[src/rtl/rxo_pkg.sv]
`timescale 1ns/1ps
// Package: shared constants and types for the receive-only packer.
package rxo_pkg;
    localparam int unsigned BYTE_W = 8;
    typedef logic [BYTE_W-1:0] byte_t;
endpackage

[src/rtl/rxo_todo_ctr.sv]
`timescale 1ns/1ps
// Module: rxo_todo_ctr
// Holds the count of bytes not yet pushed for the current request.
// Loads on a request write. Otherwise it drops by the size of each pushed word.
// Assumes the decrement amount never exceeds the current count.
module rxo_todo_ctr #(
    parameter int unsigned CNT_W = 16,
    parameter int unsigned AMT_W = 3
) (
    input  logic             clk,
    input  logic             rst_n,
    input  logic             load_i,
    input  logic [CNT_W-1:0] load_val_i,
    input  logic             dec_i,
    input  logic [AMT_W-1:0] dec_amt_i,
    output logic [CNT_W-1:0] todo_o,
    output logic             busy_o,
    output logic             done_o
);
    logic [CNT_W-1:0] todo_q;
    logic             done_q;
    logic [CNT_W-1:0] amt_c;

    // Widen the word size to the counter width.
    assign amt_c = CNT_W'(dec_amt_i);

    // Load on request, shrink on each word push, pulse when the count empties.
    always_ff @(posedge clk) begin
        if (!rst_n) begin
            todo_q <= '0;
            done_q <= 1'b0;
        end else begin
            done_q <= 1'b0;
            if (load_i) begin
                todo_q <= load_val_i;
            end else if (dec_i) begin
                todo_q <= todo_q - amt_c;
                done_q <= (todo_q == amt_c);
            end
        end
    end

    assign todo_o = todo_q;
    assign busy_o = (todo_q != '0);
    assign done_o = done_q;

    // a push never removes more bytes than remain.
    a_r6_dec_bounded: assert property (@(posedge clk) disable iff (!rst_n)
        dec_i |-> (amt_c != '0 && amt_c <= todo_q));
    // the completion pulse only appears with an empty count.
    a_r7_done_at_zero: assert property (@(posedge clk) disable iff (!rst_n)
        done_o |-> (todo_o == '0));
endmodule

[src/rtl/rxo_byte_packer.sv]
`timescale 1ns/1ps
// Module: rxo_byte_packer
// Shifts accepted bytes into a word register, earliest byte at the top.
// It closes the word after WORD_BYTES bytes, or when the byte count
// reaches the remaining to-do count.
// It issues a registered push with the valid-byte count, and asks the
// to-do counter to drop by that count in the same edge.
// Assumes WORD_BYTES >= 2 and that todo_i is nonzero whenever accept_i is high.
module rxo_byte_packer
    import rxo_pkg::*;
#(
    parameter int unsigned CNT_W      = 16,
    parameter int unsigned WORD_BYTES = 4,
    localparam int unsigned WORD_W    = WORD_BYTES * BYTE_W,
    localparam int unsigned LANE_W    = $clog2(WORD_BYTES),
    localparam int unsigned BV_W      = $clog2(WORD_BYTES + 1)
) (
    input  logic              clk,
    input  logic              rst_n,
    input  logic              flush_i,
    input  logic              accept_i,
    input  byte_t             byte_i,
    input  logic [CNT_W-1:0]  todo_i,
    output logic              push_o,
    output logic [WORD_W-1:0] word_o,
    output logic [BV_W-1:0]   bv_o,
    output logic              dec_o,
    output logic [BV_W-1:0]   dec_amt_o,
    output logic              lane_idle_o
);
    logic [LANE_W-1:0] lane_q;
    logic [WORD_W-1:0] acc_q;
    logic              push_q;
    logic [WORD_W-1:0] word_q;
    logic [BV_W-1:0]   bv_q;
    logic [CNT_W-1:0]  fill_c;
    logic              last_c;
    logic [WORD_W-1:0] merged_c;

    // Bytes in the word once the current byte is added.
    assign fill_c = CNT_W'(lane_q) + CNT_W'(1);

    // The word closes when it is full or when it holds every remaining byte.
    assign last_c = (fill_c == CNT_W'(WORD_BYTES)) || (fill_c == todo_i);

    // Shift the new byte in at the bottom.
    assign merged_c = {acc_q[WORD_W-BYTE_W-1:0], byte_i};

    // Tell the counter how many bytes leave with this word.
    assign dec_o     = accept_i && last_c;
    assign dec_amt_o = BV_W'(fill_c);

    // Gather bytes into a word and emit the closed word for one cycle.
    always_ff @(posedge clk) begin
        if (!rst_n) begin
            lane_q <= '0;
            acc_q  <= '0;
            push_q <= 1'b0;
            word_q <= '0;
            bv_q   <= '0;
        end else begin
            push_q <= 1'b0;
            if (flush_i) begin
                lane_q <= '0;
                acc_q  <= '0;
            end else if (accept_i) begin
                if (last_c) begin
                    push_q <= 1'b1;
                    word_q <= merged_c;
                    bv_q   <= BV_W'(fill_c);
                    lane_q <= '0;
                    acc_q  <= '0;
                end else begin
                    acc_q  <= merged_c;
                    lane_q <= lane_q + LANE_W'(1);
                end
            end
        end
    end

    assign push_o      = push_q;
    assign word_o      = word_q;
    assign bv_o        = bv_q;
    assign lane_idle_o = (lane_q == '0);

    // a pushed word always reports between one and WORD_BYTES valid bytes.
    a_r5_bv_range: assert property (@(posedge clk) disable iff (!rst_n)
        push_o |-> (bv_o != '0 && bv_o <= BV_W'(WORD_BYTES)));
    // a short word is only ever the final word of a request.
    a_r5_partial_is_last: assert property (@(posedge clk) disable iff (!rst_n)
        (push_o && bv_o != BV_W'(WORD_BYTES)) |-> (todo_i == '0));
    // while a word is being filled, at least one more byte is still owed.
    a_r3_open_word_owed: assert property (@(posedge clk) disable iff (!rst_n)
        (lane_q != '0) |-> (todo_i > CNT_W'(lane_q)));
endmodule

[src/rtl/rxo_flow_gate.sv]
`timescale 1ns/1ps
// Module: rxo_flow_gate
// Decides whether the shift engine may deliver a byte this cycle.
// A new word starts only when the FIFO has room and no push is still in
// flight. Once a word has started, it runs to its end, because only this
// block fills the FIFO.
// Assumes the FIFO full flag covers every push up to the previous edge.
module rxo_flow_gate (
    input  logic busy_i,
    input  logic hold_i,
    input  logic lane_idle_i,
    input  logic fifo_full_i,
    input  logic push_pend_i,
    output logic byte_req_o
);
    logic boundary_block_c;

    // A word boundary is blocked by a full FIFO or by a push not yet counted in it.
    assign boundary_block_c = lane_idle_i && (fifo_full_i || push_pend_i);

    // Request while bytes are owed, no request write is in progress, and the boundary is clear.
    assign byte_req_o = busy_i && !hold_i && !boundary_block_c;
endmodule

[src/rtl/rx_only_packer.sv]
`timescale 1ns/1ps
// Module: rx_only_packer (top)
// Runs one receive-only transfer per request write.
// It requests bytes from an external shift engine and packs them into
// WORD_BYTES-wide words, the final word right-aligned.
// It pushes each word with its valid-byte count to an external FIFO.
// A to-do count can be read back, and a one-cycle pulse marks completion.
// Assumes the engine delivers a byte only as a strobe, and that the FIFO
// full flag reflects every push up to the previous edge.
module rx_only_packer
    import rxo_pkg::*;
#(
    parameter int unsigned CNT_W      = 16,
    parameter int unsigned WORD_BYTES = 4,
    localparam int unsigned WORD_W    = WORD_BYTES * BYTE_W,
    localparam int unsigned BV_W      = $clog2(WORD_BYTES + 1)
) (
    input  logic              clk,
    input  logic              rst_n,
    input  logic              req_wr,
    input  logic [CNT_W-1:0]  req_bytes,
    output logic              byte_req,
    input  logic              byte_stb,
    input  logic [BYTE_W-1:0] byte_data,
    input  logic              fifo_full,
    output logic              push_o,
    output logic [WORD_W-1:0] push_word,
    output logic [BV_W-1:0]   push_bv,
    output logic [CNT_W-1:0]  todo,
    output logic              rx_done
);
    logic            busy_w;
    logic            lane_idle_w;
    logic            dec_w;
    logic [BV_W-1:0] dec_amt_w;
    logic            accept_w;

    // A byte is taken only when the engine strobes in a requested cycle.
    assign accept_w = byte_stb && byte_req;

    rxo_todo_ctr #(
        .CNT_W (CNT_W),
        .AMT_W (BV_W)
    ) u_todo (
        .clk        (clk),
        .rst_n      (rst_n),
        .load_i     (req_wr),
        .load_val_i (req_bytes),
        .dec_i      (dec_w),
        .dec_amt_i  (dec_amt_w),
        .todo_o     (todo),
        .busy_o     (busy_w),
        .done_o     (rx_done)
    );

    rxo_byte_packer #(
        .CNT_W      (CNT_W),
        .WORD_BYTES (WORD_BYTES)
    ) u_pack (
        .clk         (clk),
        .rst_n       (rst_n),
        .flush_i     (req_wr),
        .accept_i    (accept_w),
        .byte_i      (byte_data),
        .todo_i      (todo),
        .push_o      (push_o),
        .word_o      (push_word),
        .bv_o        (push_bv),
        .dec_o       (dec_w),
        .dec_amt_o   (dec_amt_w),
        .lane_idle_o (lane_idle_w)
    );

    rxo_flow_gate u_gate (
        .busy_i      (busy_w),
        .hold_i      (req_wr),
        .lane_idle_i (lane_idle_w),
        .fifo_full_i (fifo_full),
        .push_pend_i (push_o),
        .byte_req_o  (byte_req)
    );

    // the FIFO never sees a write while it reports full.
    a_r8_no_overflow: assert property (@(posedge clk) disable iff (!rst_n)
        push_o |-> !fifo_full);
    // with nothing owed, no byte is requested.
    a_r2_idle_no_req: assert property (@(posedge clk) disable iff (!rst_n)
        (todo == '0) |-> !byte_req);
    // the count changes only with a push or a request write.
    a_r6_todo_moves_on_push: assert property (@(posedge clk) disable iff (!rst_n)
        !req_wr |=> (push_o || $stable(todo)));
    // the completion pulse coincides with a push.
    a_r7_done_with_push: assert property (@(posedge clk) disable iff (!rst_n)
        rx_done |-> push_o);
endmodule

[config.mk]
export PLATFORM = sky130hd
export DESIGN_NAME = rx_only_packer
export DESIGN_NICKNAME = d
export VERILOG_FILES = /design/src/rtl/rxo_pkg.sv /design/src/rtl/rxo_todo_ctr.sv /design/src/rtl/rxo_byte_packer.sv /design/src/rtl/rxo_flow_gate.sv /design/src/rtl/rx_only_packer.sv
export SDC_FILE = /design/constraint.sdc
export NUM_CORES = 1
export LEC_CHECK = 0
export BUFFER_PORTS_ARGS = -buffer_cell sky130_fd_sc_hd__buf_2
export CORE_MARGIN = 1
export CORE_UTILIZATION = 53
export DETAILED_ROUTE_END_ITERATION = 8
export PLACE_DENSITY = 0.87
export SYNTH_ARGS = -nofsm -noshare
export SYNTH_HDL_FRONTEND = slang
export SYNTH_SLANG_ARGS = --single-unit
[constraint.sdc]
create_clock -name clk -period 3.55 [get_ports clk]
set_input_delay 0.8875 -clock clk [delete_from_list [all_inputs] [get_ports clk]]
set_output_delay 0.8875 -clock clk [all_outputs]
set_load 0.005 [all_outputs]
* Word-level counts from Yosys, hierarchy flattened
Index checks and enable logic that the tools add are counted.
Operators by class: eq/ne operators 3, $add $sub $neg 3, bitwise operators 4, multiplexer cells 5, reductions and logical operators 16
Operator list (count):
- $mux 16 | 2
- $mux 24 | 1
- $eq 16x16->1 | 1
- $eq 16x3->1 | 1
- $eq 16x3->1 const B | 1
- $reduce_bool 16->1 | 1
- $sub 16x3->16 | 1
- $reduce_or 3->1 | 2
- $logic_and 1x1->1 | 5
- $not 1->1 | 4
- $add 2x1->3 const B | 1
- $reduce_and 3->1 | 1
- $add 2x1->2 const B | 1
- $logic_not 1->1 | 2
- $logic_not 2->1 | 1
- $logic_or 1x1->1 | 2
- $mux 2 | 1
- $reduce_bool 2->1 | 1
- $reduce_or 2->1 | 1
- $mux 1 | 1
Word-level totals: logic and storage cells 38, output and inout bits 54, bits of input ports 29, register bits 79

* Longest topological paths before layout
word-level depth 8, mapped depth 10, depth with buffers taken out 9

* Modules after synthesis
From an unflattened synthesis, not the netlist that was laid out.
Unflattened totals: cell total of the unflattened synthesis 429, area total of the unflattened synthesis 3714.8 sq um
By module, submodules not included:
- rxo_byte_packer | cells each 304, area an instance 2682.6 sq um, instances 1
- rxo_todo_ctr | cells each 122, area an instance 1012.2 sq um, instances 1
- rxo_flow_gate | cells each 2, area an instance 13.8 sq um, instances 1
- rx_only_packer | cells each 1, area an instance 6.3 sq um, instances 1

* Worst setup path after synthesis
No wires, ideal clock.
path type flip-flop to flip-flop, from register u_pack.lane_q[0], to register u_todo.todo_q[12], in the netlist u_todo.todo_o[12], clock period less this slack 2.478 ns, buffers on the path 0, slack 1.072 ns, stages on the path, launching flop included 10, library setup time 0.074 ns, data arrival time 2.403 ns, data required time 3.476 ns, cells stage by stage dfxtp_1 inv_1 ha_1 xnor2_1 ha_1 a211oi_1 nand2_1 or3_1 or4_1 a31oi_1
Between the ends: elaborated cells on any way between the ends 14, classes of those cells 2 x add/sub; 2 x eq/ne; 2 x mux; 8 x reduce/logical
RTL lines:
- from (decl) | RTL line rxo_byte_packer.sv:31 | logic [LANE_W-1:0] lane_q;
- from (signal assigned) | RTL line rxo_byte_packer.sv:75 | lane_q <= lane_q + LANE_W'(1);
- $add 2x1->3 * | RTL line rxo_byte_packer.sv:41 | assign fill_c = CNT_W'(lane_q) + CNT_W'(1);
- named net dec_amt_w[0] | RTL line rx_only_packer.sv:35 | logic [BV_W-1:0] dec_amt_w;
- branches (longest 4 deep; another with $sub 16x3->16)
- to (signal assigned) | RTL line rxo_todo_ctr.sv:35 | todo_q <= load_val_i;
- to (signal assigned) | RTL line rxo_todo_ctr.sv:37 | todo_q <= todo_q - amt_c;
- to (decl) | RTL line rxo_todo_ctr.sv:20 | logic [CNT_W-1:0] todo_q;
Mark *: on every way through the listed nets, which the timed path passes. The select of a mux whose other input is x is not followed. A chain may end at the register's enable or synchronous reset.

* Worst setup path after layout
from register u_todo.todo_q[4], in the netlist u_todo.todo_o[4], to output byte_req
Between the ends: longest elaborated chain between the ends 3
Ends and longest elaborated chain:
- $reduce_bool 16->1 | RTL line rxo_todo_ctr.sv:44 | assign busy_o = (todo_q != '0);
- $logic_and 1x1->1 (2 in a row) | RTL line rxo_flow_gate.sv:22 | assign byte_req_o = busy_i && !hold_i && !boundary_block_c;
- to (decl) | RTL line rx_only_packer.sv:22 | output logic byte_req,
No other way between the ends.

==> metrics.md <==
| Metric | Value |
|---|---|
| I/O Buffers | between 80 and 90 |
| Crit share post-route | 0.882 |
| Status | finished clean |
| I/O pin count | a little over 80 |
| Post-Syn Area per Cell | around 8 µm² |
| CTS clk-pin slew, worst paths | 90 ps |
| Die area | 0.00688 mm² |
| Clock Skews | ~11 ps |
| Fin area | between 0.004 and 0.005 mm² |
| Wire per inst | ~16 µm |
| RePlAce Congestion | around 0.9 |
| Net count, final | 528 |
| Peak VDD IR | between 0.3 and 0.4 mV |
| Area growth, synth to finish | 18.3% |
| Routed wire length | 8.94 mm |
| Cell total after placement | between 500 and 600 |
| Crit-path cells | nor4_4 -> nand4_4 -> or2_2 -> and3_1 -> buf_2 |
| Crit. Startpoint | u_todo.todo_o[4] |
| Final hold slack | 462 ps |
| Leakage power | about 0.0016 µW |
| FF/Latch Area | roughly 0.0016 mm² |
| Worst Hold End | u_pack.acc_q[21] |
| Num CTS Buffers | 9 |
| Remaining DRCs | 0 |
| Final Hold Fails | 0 |
| ANT cells | 0 |
| Starting Density | 0.547 |
| Multi-input gate area | about 0.0017 mm² |
| Root buf cell | clkbuf_8 |
| Placed inst area | about 0.0039 mm² |
| Synth cell types | 42 |
| First-pass GRT wire length | about 15 mm |
| CTS Buffer Depth | 2 |
| Filler cells | about 540 |
| Antenna violations before repair | 0 |
| Final setup vio count | 0 |
| Top delay family on crit path | simple AND/OR/NAND/NOR gates |
| Crit path kind | reg2out |
| Skew-Pair Late Insertion Delay | about 370 ps |
| RSZ-0062 raised after global routing | false |
| FF-to-FF setup slack | 630 ps |
| P per Cell Area | between 400 and 500 mW/mm² |
| Crit path buf inv count | 1 |
| Vias in the first global route | roughly 3,200 |
| Total core area | 0.00635 mm² |
| Hold Path Depth | 2 |
| Site Rows | 29 |
| Clock Sinks | a little under 80 |
| DR pass1 iterations | 4 |
| Final Instance Count excl. Fillers | about 580 |
| Sequential cell area fraction in the yosys report | 0.455 |
| Fmax | between 0.3 and 0.4 GHz |
| Worst Max-Slew Pin Slew | just over 1000 ps |
| CP max-delay cell | nor4_4 |
| Max-cap check violation count | 0 |
| Ys flop type | dfxtp_1 |
| Final Max Slew Viols | 0 |
| YS warnings | 0 |
| Post-Synthesis Cells | between 400 and 500 |
| Hold-fix buffers, CTS | 0 |
| GR Util All Layers | 0.268 |
| Worst-path fanout max | 8 |
| Die Span Y | roughly 83 µm |
| Synthesized Nets | approximately 460 |
| Via count | ~3,400 |
| Worst min path class | reg2reg |
| #FFs+latches synth | 79 |
| Hold Crit Start | u_pack.acc_q[21] |
| CTS tree | built |
| Iteration-0 DRC Markers | 306 |
| H-tree lvl count | 3 |
| Slew HR | 0.321 |
| Die outline width | slightly above 80 µm |
| Critical Path AT | 2240 ps |
| R2R depth | 6 |
| R2R Path End | u_pack.bv_o[2] |
| Final setup TNS | 0 ps |
| Total grt overflow | 0 |
| CP peak stage delay | about 530 ps |
| Via density | 5.98 |
| Cts repair resizes | 0 |
| FF-to-FF Start | u_todo.todo_o[4] |
| Async set or reset register ratio after synthesis | 0 |
| Post-synth EDFFs | 0 |
| Synthesized area | 0.00347 mm² |
| Fin crit period | approximately 3100 ps |
| Setup crit start kind | register |
| ANT nets after route | 0 |
| # Post-CTS Setup Buffers | 0 |
| CP required | around 2700 ps |
| Crit. End Element | primary output |
| Share of layout cells above drive strength 1 | 0.230 |
| Fin util | 0.647 |
| Half-perimeter wire length after placement | 6.09 mm |
| Largest net degree at the start of global routing | 47 |
-- Yosys cell counts (all sizes together) (2+ instances only) --
master / number / area share
a211oi: 2 / 0.0043
a21oi: 65 / 0.094
a311oi: 2 / 0.0050
a31oi: 6 / 0.011
a32oi: 2 / 0.0050
a41oi: 3 / 0.0076
and2: 3 / 0.0054
and3: 4 / 0.0072
buf: 10 / 0.016
clkbuf: 27 / 0.029
dfxtp: 79 / 0.46
ha: 5 / 0.018
inv: 9 / 0.0097
nand2: 65 / 0.070
nand3: 39 / 0.056
nand3b: 3 / 0.0065
nand4: 4 / 0.012
nor2: 6 / 0.0065
nor2b: 3 / 0.0054
nor3: 2 / 0.0029
nor4: 6 / 0.015
o211a: 2 / 0.0058
o211ai: 7 / 0.015
o21a: 3 / 0.0065
o21ai: 41 / 0.062
o311ai: 3 / 0.0076
o31a: 2 / 0.0050
o31ai: 2 / 0.0043
o41ai: 5 / 0.013
or2: 2 / 0.0036
or3: 6 / 0.011
or4: 4 / 0.0086
xnor2: 3 / 0.0076
-- worst register-to-register path, stage by stage, from the launching register on --
cell	delay, ps
dfxtp_1	410
nor4_4	530
nand4_4	240
o21ai_4	870
buf_4	450
o21ai_0	170
a21oi_1	180
-- sequential cells by signal (all words and copies together) (netlist names) --
signal and flops:
u_pack.word_o 32, u_todo.todo_o 16, u_pack.acc_q 24, u_pack.push_o 1, u_pack.bv_o 3, u_pack.lane_q 2
u_todo.done_o 1
-- logic make-up after synthesis --
kind of cell	Yosys count	share of synthesized area
AO/OA/AOI/OAI	148	0.253
AND/OR/NAND/NOR	148	0.212
flip-flops	79	0.455
buffers and inverters	46	0.0547
adder cells (fa/ha/maj)	5	0.0180
XOR/XNOR	3	0.00756
-- where the power goes --
part	internal, µW	leakage, µW	switching [µW]
Sequential	898	0.000640	18.3
Combinational	64.2	0.000829	115
Clock	342	0.000105	379
-- area by class of cell --
type                            instances  share of cell area
Sequential cell                        79               0.385
Multi-Input combinational cell        304               0.416
Timing Repair Buffer                   91               0.116
Clock inverter                          7              0.0210
Inverter                                9             0.00822
Clock buffer                            9              0.0301
Tap cell                               77              0.0234
-- layout by cell type, fill, tap and decap left out, drive strengths merged, types with 6 or more instances in the layout --
cell type / instances
clkbuf: 9
o211ai: 7
nor4: 6
or3: 6
buf: 91
inv: 14
a21oi: 65
nor2: 6
dfxtp: 79
nand2: 65
a31oi: 6
nand3: 39
o21ai: 41
-- metal layers --
metal	part of all wire	vias to the layer above	wire, µm	track usage
li1	-	1678	-	-
met1	0.45	1633	4030	0.350
met2	0.48	113	4250	0.422
met3	0.050	19	445	0.0547
met4	0.023	0	208	0.132
met5	0	-	0	0
-- worst max-delay path by stage --
stage,cells after the start,slack (ps),end
after floorplan,9,1070,u_todo.todo_o[12]
after global placement,7,680,u_pack.word_o[23]
after detailed placement,7,590,u_pack.word_o[12]
after CTS,5,420,byte_req
after global routing,5,290,byte_req
final,5,420,byte_req
-- through the flow --
stage          setup WS, ps  power (µW)
2_1_floorplan          1070        1050
3_3_place_gp            680        1110
3_5_place_dp            587        1110
4_1_cts                 419        1820
5_1_grt                 291        1890
6_report                421        1820
Power figures use the tool's default switching activity.
